--- config.mk ---
export PLATFORM = sky130hd
export DESIGN_NAME = dmem_map
export DESIGN_NICKNAME = d
export VERILOG_FILES = /design/src/rtl/dmem_pkg.sv /design/src/rtl/dmem_redirect.sv /design/src/rtl/dmem_gpr.sv /design/src/rtl/dmem_map.sv
export SDC_FILE = /design/constraint.sdc
export NUM_CORES = 1
export LEC_CHECK = 0
export BUFFER_PORTS_ARGS = -buffer_cell sky130_fd_sc_hd__buf_2
export CAP_MARGIN = 10
export CORE_MARGIN = 3
export CORE_UTILIZATION = 55
export DETAILED_ROUTE_END_ITERATION = 8
export HOLD_SLACK_MARGIN = 0.15
export PLACE_DENSITY_LB_ADDON = 0.12
export REMOVE_ABC_BUFFERS = 1
export SKIP_CTS_REPAIR_TIMING = 1
export SYNTH_ARGS = -nofsm -noshare
export SYNTH_HDL_FRONTEND = slang
export SYNTH_SLANG_ARGS = --single-unit
export TNS_END_PERCENT = 5
--- constraint.sdc ---
create_clock -name clk -period 5.3 [get_ports clk]
set_clock_uncertainty 0.15 [all_clocks]
set_input_delay 0.265 -clock clk [delete_from_list [all_inputs] [get_ports clk]]
set_output_delay 0.265 -clock clk [all_outputs]
set_load 0.005 [all_outputs]
--- src/rtl/dmem_pkg.sv ---
`timescale 1ns/1ps
package dmem_pkg;
    localparam int unsigned DW = 8;
    localparam int unsigned AW = 6;
    localparam int unsigned PW = 6;

    localparam logic [AW-1:0] A_IND = 6'h00;
    localparam logic [AW-1:0] A_PTR = 6'h01;
    localparam logic [AW-1:0] A_ACC = 6'h05;
    localparam logic [AW-1:0] A_PCL = 6'h06;
    localparam logic [AW-1:0] A_TBP = 6'h07;
    localparam logic [AW-1:0] A_TBH = 6'h08;
    localparam logic [AW-1:0] A_STS = 6'h0A;
    localparam logic [AW-1:0] A_PA  = 6'h12;
    localparam logic [AW-1:0] A_PB  = 6'h14;
    localparam logic [AW-1:0] A_PC  = 6'h16;

    typedef struct packed {
        logic [PW-1:0] ptr;
        logic [DW-1:0] acc;
        logic [DW-1:0] pcl;
        logic [DW-1:0] tbp;
        logic [DW-1:0] sts;
        logic [DW-1:0] pa;
        logic [DW-1:0] pb;
        logic [DW-1:0] pc;
    } sfr_t;
endpackage

--- src/rtl/dmem_redirect.sv ---
`timescale 1ns/1ps
module dmem_redirect
    import dmem_pkg::*;
(
    input  logic [AW-1:0] addr_i,
    input  logic [PW-1:0] ptr_i,
    output logic [AW-1:0] eff_o
);
    // A pointer value of zero resolves to 00H, which has no storage:
    // reads there give zero and writes land nowhere.
    always_comb begin
        eff_o = (addr_i == A_IND) ? AW'(ptr_i) : addr_i;
    end
endmodule

--- src/rtl/dmem_gpr.sv ---
`timescale 1ns/1ps
module dmem_gpr
    import dmem_pkg::*;
#(
    parameter int unsigned DEPTH = 32,
    localparam int unsigned IW = $clog2(DEPTH)
) (
    input  logic          clk,
    input  logic          rst_n,
    input  logic [IW-1:0] ra0,
    output logic [DW-1:0] rd0,
    input  logic [IW-1:0] ra1,
    output logic [DW-1:0] rd1,
    input  logic          we0,
    input  logic [IW-1:0] wa0,
    input  logic [DW-1:0] wd0,
    input  logic          we1,
    input  logic [IW-1:0] wa1,
    input  logic [DW-1:0] wd1
);
    logic [DW-1:0] mem [DEPTH];

    for (genvar i = 0; i < DEPTH; i++) begin : g_ent
        logic [DW-1:0] ent_d, ent_q;

        // Port 1 is applied last so it overrides port 0 on a collision.
        always_comb begin
            ent_d = ent_q;
            if (we0 && wa0 == IW'(i)) ent_d = wd0;
            if (we1 && wa1 == IW'(i)) ent_d = wd1;
        end

        always_ff @(posedge clk or negedge rst_n) begin
            if (!rst_n) ent_q <= '0;
            else        ent_q <= ent_d;
        end

        assign mem[i] = ent_q;
    end

    assign rd0 = mem[ra0];
    assign rd1 = mem[ra1];
endmodule

--- src/rtl/dmem_map.sv ---
`timescale 1ns/1ps
module dmem_map
    import dmem_pkg::*;
#(
    parameter int unsigned GP_BASE  = 32,
    parameter int unsigned GP_DEPTH = 32,
    localparam int unsigned GIW     = $clog2(GP_DEPTH),
    localparam int unsigned GP_END  = GP_BASE + GP_DEPTH,
    localparam int unsigned NPORT   = 3
) (
    input  logic          clk,
    input  logic          rst_n,
    input  logic [5:0]    rd_addr,
    output logic [7:0]    rd_data,
    input  logic          wr_en,
    input  logic [5:0]    wr_addr,
    input  logic [7:0]    wr_data,
    input  logic          bit_en,
    input  logic [5:0]    bit_addr,
    input  logic [2:0]    bit_idx,
    input  logic          bit_set,
    input  logic [7:0]    tblh_i,
    output logic [7:0]    acc_o,
    output logic [7:0]    pcl_o,
    output logic [7:0]    tblp_o,
    output logic [7:0]    status_o,
    output logic [7:0]    pa_o,
    output logic [7:0]    pb_o,
    output logic [7:0]    pc_o
);
    sfr_t state_d, state_q;

    // Port order: 0 = read, 1 = word write, 2 = bit operation
    logic [AW-1:0] port_addr [NPORT];
    logic [AW-1:0] port_eff  [NPORT];

    assign port_addr[0] = rd_addr;
    assign port_addr[1] = wr_addr;
    assign port_addr[2] = bit_addr;

    for (genvar p = 0; p < NPORT; p++) begin : g_redir
        dmem_redirect i_redir (
            .addr_i (port_addr[p]),
            .ptr_i  (state_q.ptr),
            .eff_o  (port_eff[p])
        );
    end

    function automatic logic in_gp(input logic [AW-1:0] a);
        return (int'(a) >= int'(GP_BASE)) && (int'(a) < int'(GP_END));
    endfunction

    function automatic logic [GIW-1:0] gp_idx(input logic [AW-1:0] a);
        return GIW'(int'(a) - int'(GP_BASE));
    endfunction

    function automatic logic [DW-1:0] sfr_read(input sfr_t s, input logic [AW-1:0] a,
                                               input logic [DW-1:0] tbh);
        case (a)
            A_PTR:   return {2'b11, s.ptr};
            A_ACC:   return s.acc;
            A_PCL:   return s.pcl;
            A_TBP:   return s.tbp;
            A_TBH:   return tbh;
            A_STS:   return s.sts;
            A_PA:    return s.pa;
            A_PB:    return s.pb;
            A_PC:    return s.pc;
            default: return '0;
        endcase
    endfunction

    function automatic sfr_t sfr_write(input sfr_t s, input logic [AW-1:0] a,
                                       input logic [DW-1:0] d);
        sfr_t r;
        r = s;
        case (a)
            A_PTR:   r.ptr = d[PW-1:0];
            A_ACC:   r.acc = d;
            A_PCL:   r.pcl = d;
            A_TBP:   r.tbp = d;
            A_STS:   r.sts = d;
            A_PA:    r.pa  = d;
            A_PB:    r.pb  = d;
            A_PC:    r.pc  = d;
            default: r = s;
        endcase
        return r;
    endfunction

    logic [DW-1:0] gp_rd, gp_bit;
    logic [DW-1:0] bit_old, bit_new, bit_mask;
    logic          gp_we_bit, gp_we_wr;

    dmem_gpr #(.DEPTH(GP_DEPTH)) i_gpr (
        .clk   (clk),
        .rst_n (rst_n),
        .ra0   (gp_idx(port_eff[0])),
        .rd0   (gp_rd),
        .ra1   (gp_idx(port_eff[2])),
        .rd1   (gp_bit),
        .we0   (gp_we_bit),
        .wa0   (gp_idx(port_eff[2])),
        .wd0   (bit_new),
        .we1   (gp_we_wr),
        .wa1   (gp_idx(port_eff[1])),
        .wd1   (wr_data)
    );

    always_comb begin
        rd_data   = in_gp(port_eff[0]) ? gp_rd  : sfr_read(state_q, port_eff[0], tblh_i);
        bit_old   = in_gp(port_eff[2]) ? gp_bit : sfr_read(state_q, port_eff[2], tblh_i);
        bit_mask  = DW'(1) << bit_idx;
        bit_new   = bit_set ? (bit_old | bit_mask) : (bit_old & ~bit_mask);
        gp_we_bit = bit_en && in_gp(port_eff[2]);
        gp_we_wr  = wr_en  && in_gp(port_eff[1]);

        // Bit operation first, word write second: the word write wins.
        state_d = state_q;
        if (bit_en) state_d = sfr_write(state_d, port_eff[2], bit_new);
        if (wr_en)  state_d = sfr_write(state_d, port_eff[1], wr_data);
    end

    always_ff @(posedge clk or negedge rst_n) begin
        if (!rst_n) state_q <= '0;
        else        state_q <= state_d;
    end

    logic [PW-1:0] ptr_now;
    assign ptr_now  = state_q.ptr;
    assign acc_o    = state_q.acc;
    assign pcl_o    = state_q.pcl;
    assign tblp_o   = state_q.tbp;
    assign status_o = state_q.sts;
    assign pa_o     = state_q.pa;
    assign pb_o     = state_q.pb;
    assign pc_o     = state_q.pc;
endmodule

==> results of run 1 <==
==> routing by layer <==
layer	up-vias	share of wire, %	GRT usage, %
met1	10400	35	63.9
li1	8582	-	-
met5	-	0.013	0
met4	2	8.1	29.5
met2	2107	41	68.9
met3	488	16	18.0
==> metrics by stage <==
| step | area, um2 | setup slack, ps | hold WS, ps |
|---|---|---|---|
| 6_report | 22700 | 759 | 113 |
| 5_1_grt | 22700 | 790 | 169 |
| 4_1_cts | 22700 | 916 | -460 |
| 3_5_place_dp | 21500 | 1120 | 136 |
| 3_3_place_gp | 21500 | 1200 | 131 |
| 2_1_floorplan | 19600 | -895 | -181 |
==> kinds of logic (layout without fill, tap and decap cells) <==
logic type | count (synthesis) | after routing | synth area share (%)
AOI/OAI and AO/OA | 867 | 867 | 28.3
and+or+nand+nor | 520 | 520 | 13.1
DFF | 318 | 318 | 38.7
buffers and inverters | 237 | 262 | 5.09
muxes | 194 | 194 | 14.9
other | 0 | 1 | 0
==> power groups by stage <==
stage	logic, W	registers (W)	clock network (W)
finish	0.00253	0.00380	0.00264
global route	0.00268	0.00382	0.00274
CTS	0.00243	0.00375	0.00263
detailed placement	0.00242	0.00379	0
global placement	0.00237	0.00376	0
floorplan	0.00157	0.00345	0
==> flip-flops by register name, indices dropped and copies added, names as in the netlist <==
| name | cells |
|---|---|
| acc_o | 8 |
| i_gpr.g_ent.ent_q | 256 |
| pa_o | 8 |
| pb_o | 8 |
| pc_o | 8 |
| pcl_o | 8 |
| ptr_now | 6 |
| status_o | 8 |
| tblp_o | 8 |
==> area by class of cell <==
| class | instances | area, um2 |
|---|---|---|
| fillers | 3072 | 14000 |
| multi-input cells | 1581 | 11700 |
| flip-flops and latches | 318 | 7960 |
| repair buffers | 185 | 1230 |
| clock buffers | 53 | 1110 |
| well taps | 468 | 586 |
| clock inverters | 11 | 119 |
| inverters | 13 | 48.8 |
| diodes | 1 | 2.50 |
==> final timing paths <==
check	from	end	slack, ps
max	ptr_now[0]	rd_data[1]	760
min	rst_n	tblp_o[5]	110
max reg2reg	ptr_now[1]	i_gpr.g_ent[0].ent_q[4]	1220
min reg2reg	i_gpr.g_ent[10].ent_q[5]	i_gpr.g_ent[10].ent_q[5]	430
max in group asynchronous	rst_n	i_gpr.g_ent[3].ent_q[1]	3580
min in group clk	wr_data[5]	tblp_o[5]	230
==> placed cells by master, fill, tap and decap left out, drive strengths merged, types with 17 or more instances in the layout <==
| master | n |
|---|---|
| mux2 | 89 |
| or3 | 76 |
| nand2 | 169 |
| mux2i | 25 |
| a22oi | 62 |
| dfrtp | 318 |
| clkbuf | 53 |
| a31oi | 287 |
| mux4 | 80 |
| nand3 | 82 |
| nor2b | 33 |
| nor3 | 18 |
| a21oi | 52 |
| o22ai | 184 |
| o21ai | 103 |
| nor2 | 50 |
| o211ai | 30 |
| o21a | 17 |
| buf | 183 |
| and3 | 23 |
==> critical path: stages (launching register included) <==
cell	delay [ps]
dfrtp_1	390
buf_4	210
a31oi_4	640
mux4_2	640
a2111oi_0	800
a21oi_1	300
a211o_1	410
buf_2	140
==> flow_summary.ini, run 1 <==
[outcome]
status = completed

[global_routing]
grt_max_degree = 128
grt_pass1_wl_mm = 141
grt_overflow_total = 0
grt_pass1_vias = 20100
antenna_found_initial = 3
grt_usage_pct = 48.7

[synthesis]
synth_cells = 2136
synthDistinctLibCells = 85
synth_top_area_share_pct = 38.7
yosysTopAreaCell = dfrtp_1
syn_area_um2 = 20600
syn_area_per_cell_um2 = 9.63
ys_ff_latch = 318
synth_ff_type = dfrtp_1
yosysMostFrequentCell = dfrtp_1
synthTopCellsByArea = dfrtp_1 39%, a31oi_1 8.7%, mux4_2 8.5%, o22ai_1 5.6%, mux2_2 4.9%
synth-edff-count = 0
ys_seq_area_share_pct = 38.7
synth_warnings = 0
async_flop_share_pct = 100
synthTopCellsByCount = 318 x dfrtp_1, 286 x a31oi_1, 184 x o22ai_1

[floorplanning]
die_h_um = 199
dieArea_um2 = 39800
core_area_um2 = 36700
start_util_pct = 56.0
fp.dieW_um = 199
fp-row-count = 70
ios = 106

[placement]
gp_congestion = 1.07
numPortBuffers = 105
hpwl_mm = 65.6
dpl.cell_count = 2562

[drt]
drc = 0
detail_route.wl_per_cell_um = 37.2
vias = 21600
vias_per_cell = 8.22
drt-initial-drc-count = 3858
totalWireLength_mm = 97.8
detail_route.first_pass.iterations = 8
antenna_left = 0

[pwr]
power_frac_seq_pct = 42.3
clkPwrFrac_pct = 29.5
internal_power_w = 0.00575
ir_drop_mv = 0.359
cellLeakagePower_nw = 9.16
power.density_nw_per_um2 = 394
combPwrFrac_pct = 28.2
power_w = 0.00897
p_sw_w = 0.00322
swShare_pct = 35.9

[setup_path]
criticalPathCategory = reg -> out
worstRegToRegCells = 9
required_ps = 4890
startpoint_type = flip-flop
arrival_ps = 4130
worstSetupEndpointType = primary output
critical_path.max_fanout = 12

[timing]
tightestPinTransition_ps = 1260
final-max-slew-violation-count = 0
fin_tns_setup_ps = 0
min_period_over_period_pct = 85.7
slew_headroom_pct = 15.6
finalCriticalPeriod_ps = 4540
rsz0062_at_grt = no
fmax_mhz = 220
hold_violations = 0
setup_viol = 0

[clock_network]
clkTransAtPathRegs_ps = 60
cts-root-buf = clkbuf_16
cts.sinks = 318
htreeDepth = 2
cts_buffer_depth = 3
cts_inserted_buffers = 37
clock_latency_ps = 570
cts_tree = built

[final_layout]
drive_gt1_share_pct = 21.1
area_growth_pct = 10.6
stdcell_count = 2630
fin_util_pct = 62.0
layout.nets = 2178

[min_path]
hold_class = in -> async

[run]
maxCapViolations = 0
Note: power is estimated with default switching activity, not from simulation.
==> run 2: changes to the inputs <==
GPL_ROUTABILITY_DRIVEN = 0   (was not set)
SYNTH_HIERARCHICAL = 1   (was not set)
==> flow_summary.ini, run 2 <==
[setup_path]
startpoint_type = flip-flop
arrival_ps = 4380
cp_slowest_cell = mux4_2
worstRegToRegCells = 12
crit_top_cell = mux4_2
cp_cell_sequence = a31o_4 -> buf_4 -> mux4_2 -> mux4_2 -> mux2_2 -> a22oi_1 -> nand3_1 -> a221o_1 -> buf_2
reg2reg_slack_ps = 720
critical_path.max_fanout = 17
criticalPathCategory = reg -> out
reg2reg_to = i_gpr/g_ent[3].ent_q[6]
r2r_start = ptr_now[1]
worstSetupEndpointType = primary output
worst_path_largest_cell_delay_ps = 630
required_ps = 4890

[global_routing]
grt_pass1_wl_mm = 136
grt_overflow_total = 0
antenna_found_initial = 5
grt_usage_pct = 42.6
grt_pass1_vias = 21100
grt_max_degree = 117

[placement]
numPortBuffers = 105
dpl.cell_count = 2720
hpwl_mm = 56.2

[synthesis]
ys_seq_area_share_pct = 36.3
synth_top_area_share_pct = 36.3
synthTopCellsByArea = dfrtp_1 36%, mux4_2 16%, a31oi_1 7.3%, nand3_1 6.5%, o21ai_0 6.5%
yosysMostFrequentCell = dfrtp_1
synth_cells = 2328
async_flop_share_pct = 100
synth_ff_type = dfrtp_1
syn_area_um2 = 21900
ys_ff_latch = 318
syn_area_per_cell_um2 = 9.40
synthDistinctLibCells = 66
synthTopCellsByCount = 318 x dfrtp_1, 286 x nand3_1, 283 x o21ai_0
synth-edff-count = 0
yosysTopAreaCell = dfrtp_1
synth_warnings = 6

[final_layout]
regMostFlops = i_gpr/g_ent.ent_q
fillers = 3206
final_cell_mix = 318 x dfrtp_1, 286 x nand3_1, 283 x o21ai_0
drive_gt1_share_pct = 22.9
largest_reg_flops = 256
multi_input_area_um2 = 12700
layout.nets = 2285
layout.cells.most_common = dfrtp_1
regArea_um2 = 7960
stdcell_count = 2783
area_growth_pct = 8.99

[drt]
vias = 22500
vias_per_cell = 8.09
detail_route.first_pass.iterations = 6
totalWireLength_mm = 90.8
drt-initial-drc-count = 3851
antenna_left = 0
drc = 0
detail_route.wl_per_cell_um = 32.6

[floorplanning]
dieArea_um2 = 42200
ios = 106
fp.dieW_um = 206
core_area_um2 = 39000
start_util_pct = 56.1
die_h_um = 206
fp-row-count = 72

[timing]
tightestPinTransition_ps = 1320
rsz0062_at_grt = no
final-max-slew-violation-count = 0
slew_headroom_pct = 12.2
timing.hold.ws_ps = 200
finalCriticalPeriod_ps = 4790
fmax_mhz = 209
min_period_over_period_pct = 90.4
hold_violations = 0
setup_viol = 0

[pwr]
ir_drop_mv = 0.207
power.density_nw_per_um2 = 368
cellLeakagePower_nw = 8.73

[min_path]
hold_class = in -> async

[clock_network]
cts_buffer_depth = 3
htreeDepth = 2
cts-root-buf = clkbuf_16
cts_tree = built
clkTransAtPathRegs_ps = 60
cts.sinks = 318
cts_inserted_buffers = 37
clock_latency_ps = 570

[outcome]
status = completed

[run]
maxCapViolations = 0
==> run 2: logic make-up after synthesis <==
kind of cell / count (synthesis) / synth area share, %
buf+inv: 349 / 6.39
simple gates: 741 / 18.5
flops: 318 / 36.3
mux: 206 / 18.7
compound gates: 714 / 20.1
==> run 2: final cells by class <==
type | count | area share [%]
inverters | 18 | 0.283
clock buffers | 58 | 4.56
repair buffers | 207 | 5.95
diodes | 1 | 0.0105
flip-flops and latches | 318 | 33.4
well taps | 518 | 2.72
clock inverters | 2 | 0.0577
multi-input cells | 1661 | 53.1
==> run 2: how the worst max path moves through the flow <==
stage | startpoint | to | slack, ps | depth (start not counted)
2_1_floorplan | bit_addr[1] | i_gpr/g_ent[5].ent_q[7] | -1940 | 11
3_3_place_gp | bit_addr[1] | i_gpr/g_ent[11].ent_q[6] | 650 | 14
3_5_place_dp | bit_addr[1] | i_gpr/g_ent[10].ent_q[6] | 570 | 14
4_1_cts | ptr_now[1] | rd_data[1] | 590 | 9
5_1_grt | ptr_now[1] | rd_data[3] | 460 | 9
6_report | ptr_now[1] | rd_data[1] | 510 | 9
==> run 2: metal layers <==
| layer | part of all wire (%) | wire length (um) | GRT usage, % |
|---|---|---|---|
| met1 | 35 | 32100 | 58.5 |
| met3 | 16 | 14200 | 13.3 |
| met2 | 42 | 38500 | 60.6 |
| met5 | 0.057 | 52 | 0 |
| met4 | 6.5 | 5930 | 23.1 |
==> run 2: power by group <==
group	internal (W)	switching, W	total [W]
sequential	0.00302	0.000563	0.00359
combinational	0.00124	0.00149	0.00273
clock	0.00140	0.00108	0.00248
==> run 2: stage by stage <==
step | total power (W) | utilization (%) | TNS [ps] | area (um2) | worst slack (ps)
2_1_floorplan | 0.00500 | - | -521780 | 20600 | -1940
6_report | 0.00879 | 61.2 | 0 | 23900 | 506
4_1_cts | 0.00865 | 61.1 | 0 | 23800 | 594
3_5_place_dp | 0.00619 | 58.3 | 0 | 22700 | 572
5_1_grt | 0.00905 | 61.2 | 0 | 23900 | 456
3_3_place_gp | 0.00611 | 58.3 | 0 | 22700 | 649
==> run 2: worst max-delay path: cells and delay by family, from the launching register on <==
kind                   cells  cell delay (ps)
AOI/OAI and AO/OA          3              940
buffers and inverters      2              600
DFF                        1              610
muxes                      3             1550
and+or+nand+nor            1              100
